**config.mk**
```make
export PLATFORM = sky130hd
export DESIGN_NAME = sdr_rd_seq
export DESIGN_NICKNAME = d
export VERILOG_FILES = /design/src/rtl/sdr_rd_pkg.sv /design/src/rtl/sdr_span_counter.sv /design/src/rtl/sdr_rd_capture.sv /design/src/rtl/sdr_cmd_drive.sv /design/src/rtl/sdr_rd_seq.sv
export SDC_FILE = /design/constraint.sdc
export NUM_CORES = 1
export LEC_CHECK = 0
export ABC_AREA = 0
export ABC_CLOCK_PERIOD_IN_PS = 4080
export BUFFER_PORTS_ARGS = -buffer_cell sky130_fd_sc_hd__buf_2
export CAP_MARGIN = 5
export CORE_MARGIN = 2
export CORE_UTILIZATION = 49
export CTS_BUF_LIST = sky130_fd_sc_hd__clkbuf_4 sky130_fd_sc_hd__clkbuf_8
export CTS_CLUSTER_SIZE = 16
export DETAILED_ROUTE_END_ITERATION = 12
export PLACE_DENSITY = 0.8
export SLEW_MARGIN = 20
export SYNTH_ARGS = -nofsm -noshare
export SYNTH_HDL_FRONTEND = slang
export SYNTH_SLANG_ARGS = --single-unit
```
**constraint.sdc**
```tcl
create_clock -name clk -period 4.08 [get_ports clk]
set_clock_uncertainty 0.15 [all_clocks]
set_input_delay 0.408 -clock clk [delete_from_list [all_inputs] [get_ports clk]]
set_output_delay 0.408 -clock clk [all_outputs]
set_load 0.01 [all_outputs]
```
**src/rtl/sdr_rd_pkg.sv**
```systemverilog
`timescale 1ns/1ps
package sdr_rd_pkg;

    typedef enum logic [2:0] {
        ST_IDLE,
        ST_ACT,
        ST_RCD,
        ST_READ,
        ST_RAS,
        ST_PRE,
        ST_RP
    } seq_state_t;

    typedef struct packed {
        logic cs_n;
        logic ras_n;
        logic cas_n;
        logic we_n;
    } sd_cmd_t;

    localparam sd_cmd_t CMD_NOP = '{cs_n: 1'b0, ras_n: 1'b1, cas_n: 1'b1, we_n: 1'b1};
    localparam sd_cmd_t CMD_ACT = '{cs_n: 1'b0, ras_n: 1'b0, cas_n: 1'b1, we_n: 1'b1};
    localparam sd_cmd_t CMD_RD  = '{cs_n: 1'b0, ras_n: 1'b1, cas_n: 1'b0, we_n: 1'b1};
    localparam sd_cmd_t CMD_PRE = '{cs_n: 1'b0, ras_n: 1'b0, cas_n: 1'b1, we_n: 1'b0};

    localparam int AP_BIT = 10;

endpackage

```
**src/rtl/sdr_span_counter.sv**
```systemverilog
`timescale 1ns/1ps
module sdr_span_counter #(
    parameter int W   = 4,
    parameter int MAX = 10
) (
    input  logic         clk,
    input  logic         rst_n,
    input  logic         clear,
    output logic [W-1:0] count
);
    localparam logic [W-1:0] LIMIT = W'(MAX);

    always_ff @(posedge clk) begin
        if (!rst_n) begin
            count <= LIMIT;
        end else if (clear) begin
            count <= '0;
        end else if (count != LIMIT) begin
            count <= count + 1'b1;
        end
    end
endmodule

```
**src/rtl/sdr_rd_capture.sv**
```systemverilog
`timescale 1ns/1ps
module sdr_rd_capture #(
    parameter int DATA_W  = 16,
    parameter int CAS_LAT = 2
) (
    input  logic              clk,
    input  logic              rst_n,
    input  logic              issue,
    input  logic [DATA_W-1:0] dq_in,
    output logic              inflight,
    output logic [DATA_W-1:0] rd_data,
    output logic              rd_valid
);
    logic [CAS_LAT-1:0] pipe;

    generate
        if (CAS_LAT == 1) begin : g_lat1
            always_ff @(posedge clk) begin
                if (!rst_n) pipe <= '0;
                else        pipe <= issue;
            end
        end else begin : g_latn
            always_ff @(posedge clk) begin
                if (!rst_n) pipe <= '0;
                else        pipe <= {pipe[CAS_LAT-2:0], issue};
            end
        end
    endgenerate

    assign inflight = |pipe;

    always_ff @(posedge clk) begin
        if (!rst_n) begin
            rd_data  <= '0;
            rd_valid <= 1'b0;
        end else begin
            rd_valid <= pipe[CAS_LAT-1];
            if (pipe[CAS_LAT-1]) rd_data <= dq_in;
        end
    end
endmodule

```
**src/rtl/sdr_cmd_drive.sv**
```systemverilog
`timescale 1ns/1ps
module sdr_cmd_drive
    import sdr_rd_pkg::*;
#(
    parameter int BANK_W        = 2,
    parameter int ROW_W         = 12,
    parameter int COL_W         = 9,
    parameter int DQM_W         = 2,
    parameter bit PRE_ALL_BANKS = 1'b0
) (
    input  seq_state_t        state,
    input  logic              inflight,
    input  logic [BANK_W-1:0] bank_q,
    input  logic [ROW_W-1:0]  row_q,
    input  logic [COL_W-1:0]  col_q,
    output sd_cmd_t           cmd,
    output logic [ROW_W-1:0]  sd_addr,
    output logic [BANK_W-1:0] sd_ba,
    output logic [DQM_W-1:0]  sd_dqm
);
    always_comb begin
        cmd     = CMD_NOP;
        sd_addr = '0;
        sd_ba   = '0;
        unique case (state)
            ST_ACT: begin
                cmd     = CMD_ACT;
                sd_addr = row_q;
                sd_ba   = bank_q;
            end
            ST_READ: begin
                cmd                 = CMD_RD;
                sd_addr[COL_W-1:0]  = col_q;
                sd_addr[AP_BIT]     = 1'b0;
                sd_ba               = bank_q;
            end
            ST_PRE: begin
                cmd             = CMD_PRE;
                sd_addr[AP_BIT] = PRE_ALL_BANKS;
                sd_ba           = bank_q;
            end
            ST_IDLE, ST_RCD, ST_RAS, ST_RP: begin
                cmd = CMD_NOP;
            end
            default: begin
                cmd = CMD_NOP;
            end
        endcase
        sd_dqm = (state == ST_READ || inflight) ? '0 : '1;
    end
endmodule

```
**src/rtl/sdr_rd_seq.sv**
```systemverilog
`timescale 1ns/1ps
module sdr_rd_seq
    import sdr_rd_pkg::*;
#(
    parameter int BANK_W        = 2,
    parameter int ROW_W         = 12,
    parameter int COL_W         = 9,
    parameter int DATA_W        = 16,
    parameter int T_RCD         = 3,
    parameter int T_RAS         = 6,
    parameter int T_RP          = 3,
    parameter int T_RC          = 10,
    parameter int CAS_LAT       = 2,
    parameter bit PRE_ALL_BANKS = 1'b0
) (
    input  logic              clk,
    input  logic              rst_n,
    input  logic              req,
    input  logic [BANK_W-1:0] req_bank,
    input  logic [ROW_W-1:0]  req_row,
    input  logic [COL_W-1:0]  req_col,
    output logic              busy,
    output logic              cs_n,
    output logic              ras_n,
    output logic              cas_n,
    output logic              we_n,
    output logic [ROW_W-1:0]  sd_addr,
    output logic [BANK_W-1:0] sd_ba,
    output logic [DATA_W/8-1:0] sd_dqm,
    input  logic [DATA_W-1:0] dq_in,
    output logic [DATA_W-1:0] rd_data,
    output logic              rd_valid
);
    localparam int DQM_W   = DATA_W / 8;
    localparam int PRE_AT  = (T_RAS > T_RCD + 1) ? T_RAS : T_RCD + 1;
    localparam int NEXT_A  = PRE_AT + T_RP;
    localparam int NEXT_B  = (NEXT_A > T_RC) ? NEXT_A : T_RC;
    localparam int NEXT_AT = (NEXT_B > PRE_AT + 2) ? NEXT_B : PRE_AT + 2;
    localparam int CNT_W   = $clog2(NEXT_AT + 1);

    localparam logic [CNT_W-1:0] RCD_LAST = CNT_W'(T_RCD - 1);
    localparam logic [CNT_W-1:0] RAS_LAST = CNT_W'(PRE_AT - 1);
    localparam logic [CNT_W-1:0] RP_LAST  = CNT_W'(NEXT_AT - 2);

    seq_state_t        state, state_nx;
    logic [CNT_W-1:0]  since_act;
    logic              accept;
    logic [BANK_W-1:0] bank_q;
    logic [ROW_W-1:0]  row_q;
    logic [COL_W-1:0]  col_q;
    logic              inflight;
    sd_cmd_t           cmd;

    assign accept = req && (state == ST_IDLE);
    assign busy   = (state != ST_IDLE);

    always_ff @(posedge clk) begin
        if (!rst_n) begin
            state  <= ST_IDLE;
            bank_q <= '0;
            row_q  <= '0;
            col_q  <= '0;
        end else begin
            state <= state_nx;
            if (accept) begin
                bank_q <= req_bank;
                row_q  <= req_row;
                col_q  <= req_col;
            end
        end
    end

    always_comb begin
        state_nx = state;
        unique case (state)
            ST_IDLE: if (accept) state_nx = ST_ACT;
            ST_ACT:  state_nx = (T_RCD <= 1) ? ST_READ : ST_RCD;
            ST_RCD:  if (since_act == RCD_LAST) state_nx = ST_READ;
            ST_READ: state_nx = (PRE_AT == T_RCD + 1) ? ST_PRE : ST_RAS;
            ST_RAS:  if (since_act == RAS_LAST) state_nx = ST_PRE;
            ST_PRE:  state_nx = (NEXT_AT == PRE_AT + 2) ? ST_IDLE : ST_RP;
            ST_RP:   if (since_act == RP_LAST) state_nx = ST_IDLE;
            default: state_nx = ST_IDLE;
        endcase
    end

    sdr_span_counter #(
        .W   (CNT_W),
        .MAX (NEXT_AT)
    ) span_i (
        .clk   (clk),
        .rst_n (rst_n),
        .clear (accept),
        .count (since_act)
    );

    sdr_cmd_drive #(
        .BANK_W        (BANK_W),
        .ROW_W         (ROW_W),
        .COL_W         (COL_W),
        .DQM_W         (DQM_W),
        .PRE_ALL_BANKS (PRE_ALL_BANKS)
    ) drive_i (
        .state    (state),
        .inflight (inflight),
        .bank_q   (bank_q),
        .row_q    (row_q),
        .col_q    (col_q),
        .cmd      (cmd),
        .sd_addr  (sd_addr),
        .sd_ba    (sd_ba),
        .sd_dqm   (sd_dqm)
    );

    assign cs_n  = cmd.cs_n;
    assign ras_n = cmd.ras_n;
    assign cas_n = cmd.cas_n;
    assign we_n  = cmd.we_n;

    sdr_rd_capture #(
        .DATA_W  (DATA_W),
        .CAS_LAT (CAS_LAT)
    ) cap_i (
        .clk      (clk),
        .rst_n    (rst_n),
        .issue    (state == ST_READ),
        .dq_in    (dq_in),
        .inflight (inflight),
        .rd_data  (rd_data),
        .rd_valid (rd_valid)
    );
endmodule

```
==> impl_metrics.yaml <==
final_layout:
  postLayoutCoreUtil_pct: 63.0
  fillers: 367
  nets: 342
  multi_input_area_sq_um: 1030
  antenna_cells: 0
  regArea_sq_um: 981
  syn2layout_area_growth_pct: 20.9
  drive_gt1_share_pct: 29.6
floorplanning:
  std_cell_rows: 23
  dieHeight_microns: 69.9
  num_io_pins: 80
  core-area_sq_um: 4090
  die-width_microns: 69.9
  dieArea_sq_um: 4890
  start_util_pct: 52.1
global_routing:
  first_global_vias: 1588
  grt-ovfl-total: 0
  grt_max_degree: 49
  grt_pass1_wl_microns: 6800
  grt_usage_pct: 16.5
  antenna_found_initial: 0
logic_synthesis:
  syn-cell-area_sq_um: 2130
  synthArstFlopShare_pct: 0
  synth_seq_cells: 49
  synth_top_area_share_pct: 46.1
  seq_area_frac_synth_pct: 46.1
  synth_common_cells: "51 x nand2_1, 49 x dfxtp_1, 25 x mux2i_1, 20 x a21boi_1, 18 x nor2b_1"
  yosysUniqueCellTypes: 34
  ys.flop_type: "dfxtp_1"
  syn_nets: 277
  yosysMostFrequentCell: "nand2_1"
  syn-instance-count: 235
  synth_top_cell_by_area: "dfxtp_1"
  yosysWarningCount: 0
  synth_edf_count: 0
  syn_avg_cell_area_sq_um: 9.06
  yosys-top-cells-area: "dfxtp_1 46%, mux2i_1 12%, nand2_1 9.0%"
cts:
  cts_sinks: 49
  clockBufferDepth: 2
  post_cts_buffers: 0
  clkTransAtPathRegs_ns: 0.09
  cts_max_level: 2
  cts_inserted_buffers: 5
  cts_resized: 0
  cts_tree: "done"
  clock_latency_ns: 0.29
  root_buffer: "clkbuf_8"
  cts_hold_buffers: 0
status:
  outcome: "completed"
sta:
  tightest_slew_ns: 1.04
  hold_viol: 0
  worst_slack_ns: 1.60
  whs_ns: 0.193
  setup_tns_ns: 0
  final.period_utilization_pct: 60.7
  post-route-min-period_ns: 2.48
  slew_violations: 0
  slew_headroom_pct: 30.2
  finalSetupViolCount: 0
  rsz0062_at_grt: "no"
  fmax_mhz: 404
pwr:
  leakagePower_nw: 1.10
  irDropWorstVdd_mv: 0.272
  total_power_mw: 0.941
  p_per_area_nw_per_um2: 366
placed_design:
  dp_worst_setup_slack_ns: 1.58
  io_buffers: 78
  place.gp.congestion: 0.740
  place_hpwl_microns: 2880
worst_setup_path:
  critical_path.startpoint_type: "flip-flop"
  worstPathArrival_ns: 2.53
  worst-setup-path-type: "reg2reg"
  rr_startpoint: "state[1]"
  cp.required_ns: 4.13
  crit_path_start: "state[1]"
  path_max_fanout: 25
  cp-end-kind: "flip-flop"
route:
  vias: 1745
  via_per_inst: 4.97
  drc: 0
  antenna_left: 0
  wl_per_cell_microns: 11.9
  firstDrtPassIters: 4
  wl_microns: 4170
  drtIter0Drc: 91
worst_hold_path:
  min_from: "req_row[8]"
  hold_class: "in2reg"
job:
  timing.max_cap.violations: 0
-- registers in the layout (all words and copies together), names as in the netlist --
signal,count
col_q,9
cap_i.pipe,2
cap_i.rd_data,16
row_q,12
cap_i.rd_valid,1
bank_q,2
span_i.count,4
state,3
-- critical path, cell delays in order (launching register included) --
cell and delay (ns):
dfxtp_1 1.02, or4b_1 0.76, nand2_1 0.19, a311oi_1 0.27
-- logic make-up after synthesis --
group           share of synthesized area, %
simple gates                            23.5
compound gates                          11.7
other cells                            0.176
flops                                   46.1
buf+inv                                 5.58
mux                                     11.8
xor+xnor                                1.23
-- stage by stage --
stage                     instances  instance area (sq um)
final                           351                   2570
after CTS                       351                   2570
after detailed placement        343                   2480
after global routing            351                   2570
after global placement          342                   2470
after floorplan                 235                   2130
-- cells in the final DEF (no fill, tap or decap), types with 3 or more instances in the layout --
cell,netlist,final
a21boi_1,20,20
nor2_1,11,11
and3_1,5,5
a21boi_0,3,3
buf_2,8,78
o21ai_0,3,3
nor2b_1,18,18
clkbuf_8,0,5
dfxtp_1,49,49
nand2b_1,3,3
nand2_1,51,51
mux2i_1,25,25
-- layer usage --
layer	global-route usage [%]	wire length (microns)	vias to the layer above
met3	3.90	283	2
li1	-	-	898
met1	22.0	1990	779
met5	0	0	-
met4	3.21	17	0
met2	27.6	1880	66
-- worst paths after layout --
check	end	slack, ns	cells after the start
worst max-delay path	span_i.count[0]	1.60	3
worst min-delay path	row_q[8]	0.19	3
worst max register to register	span_i.count[0]	1.60	3
worst min register to register	bank_q[1]	0.31	2
-- report_power, final --
group | internal (mW) | switching [mW] | total (mW)
sequential | 0.504 | 0.0302 | 0.534
combinational | 0.0647 | 0.0636 | 0.128
clock | 0.127 | 0.151 | 0.279
-- area by class of cell --
| type | instances | share of cell area (%) |
|---|---|---|
| clock buffer | 6 | 2.97 |
| multi-input combinational | 163 | 40.0 |
| sequential | 49 | 38.1 |
| timing repair buffer | 79 | 15.6 |
| inverter | 2 | 0.292 |
| tap | 50 | 2.43 |
| clock inverter | 2 | 0.583 |
Power figures use the tool's default switching activity.
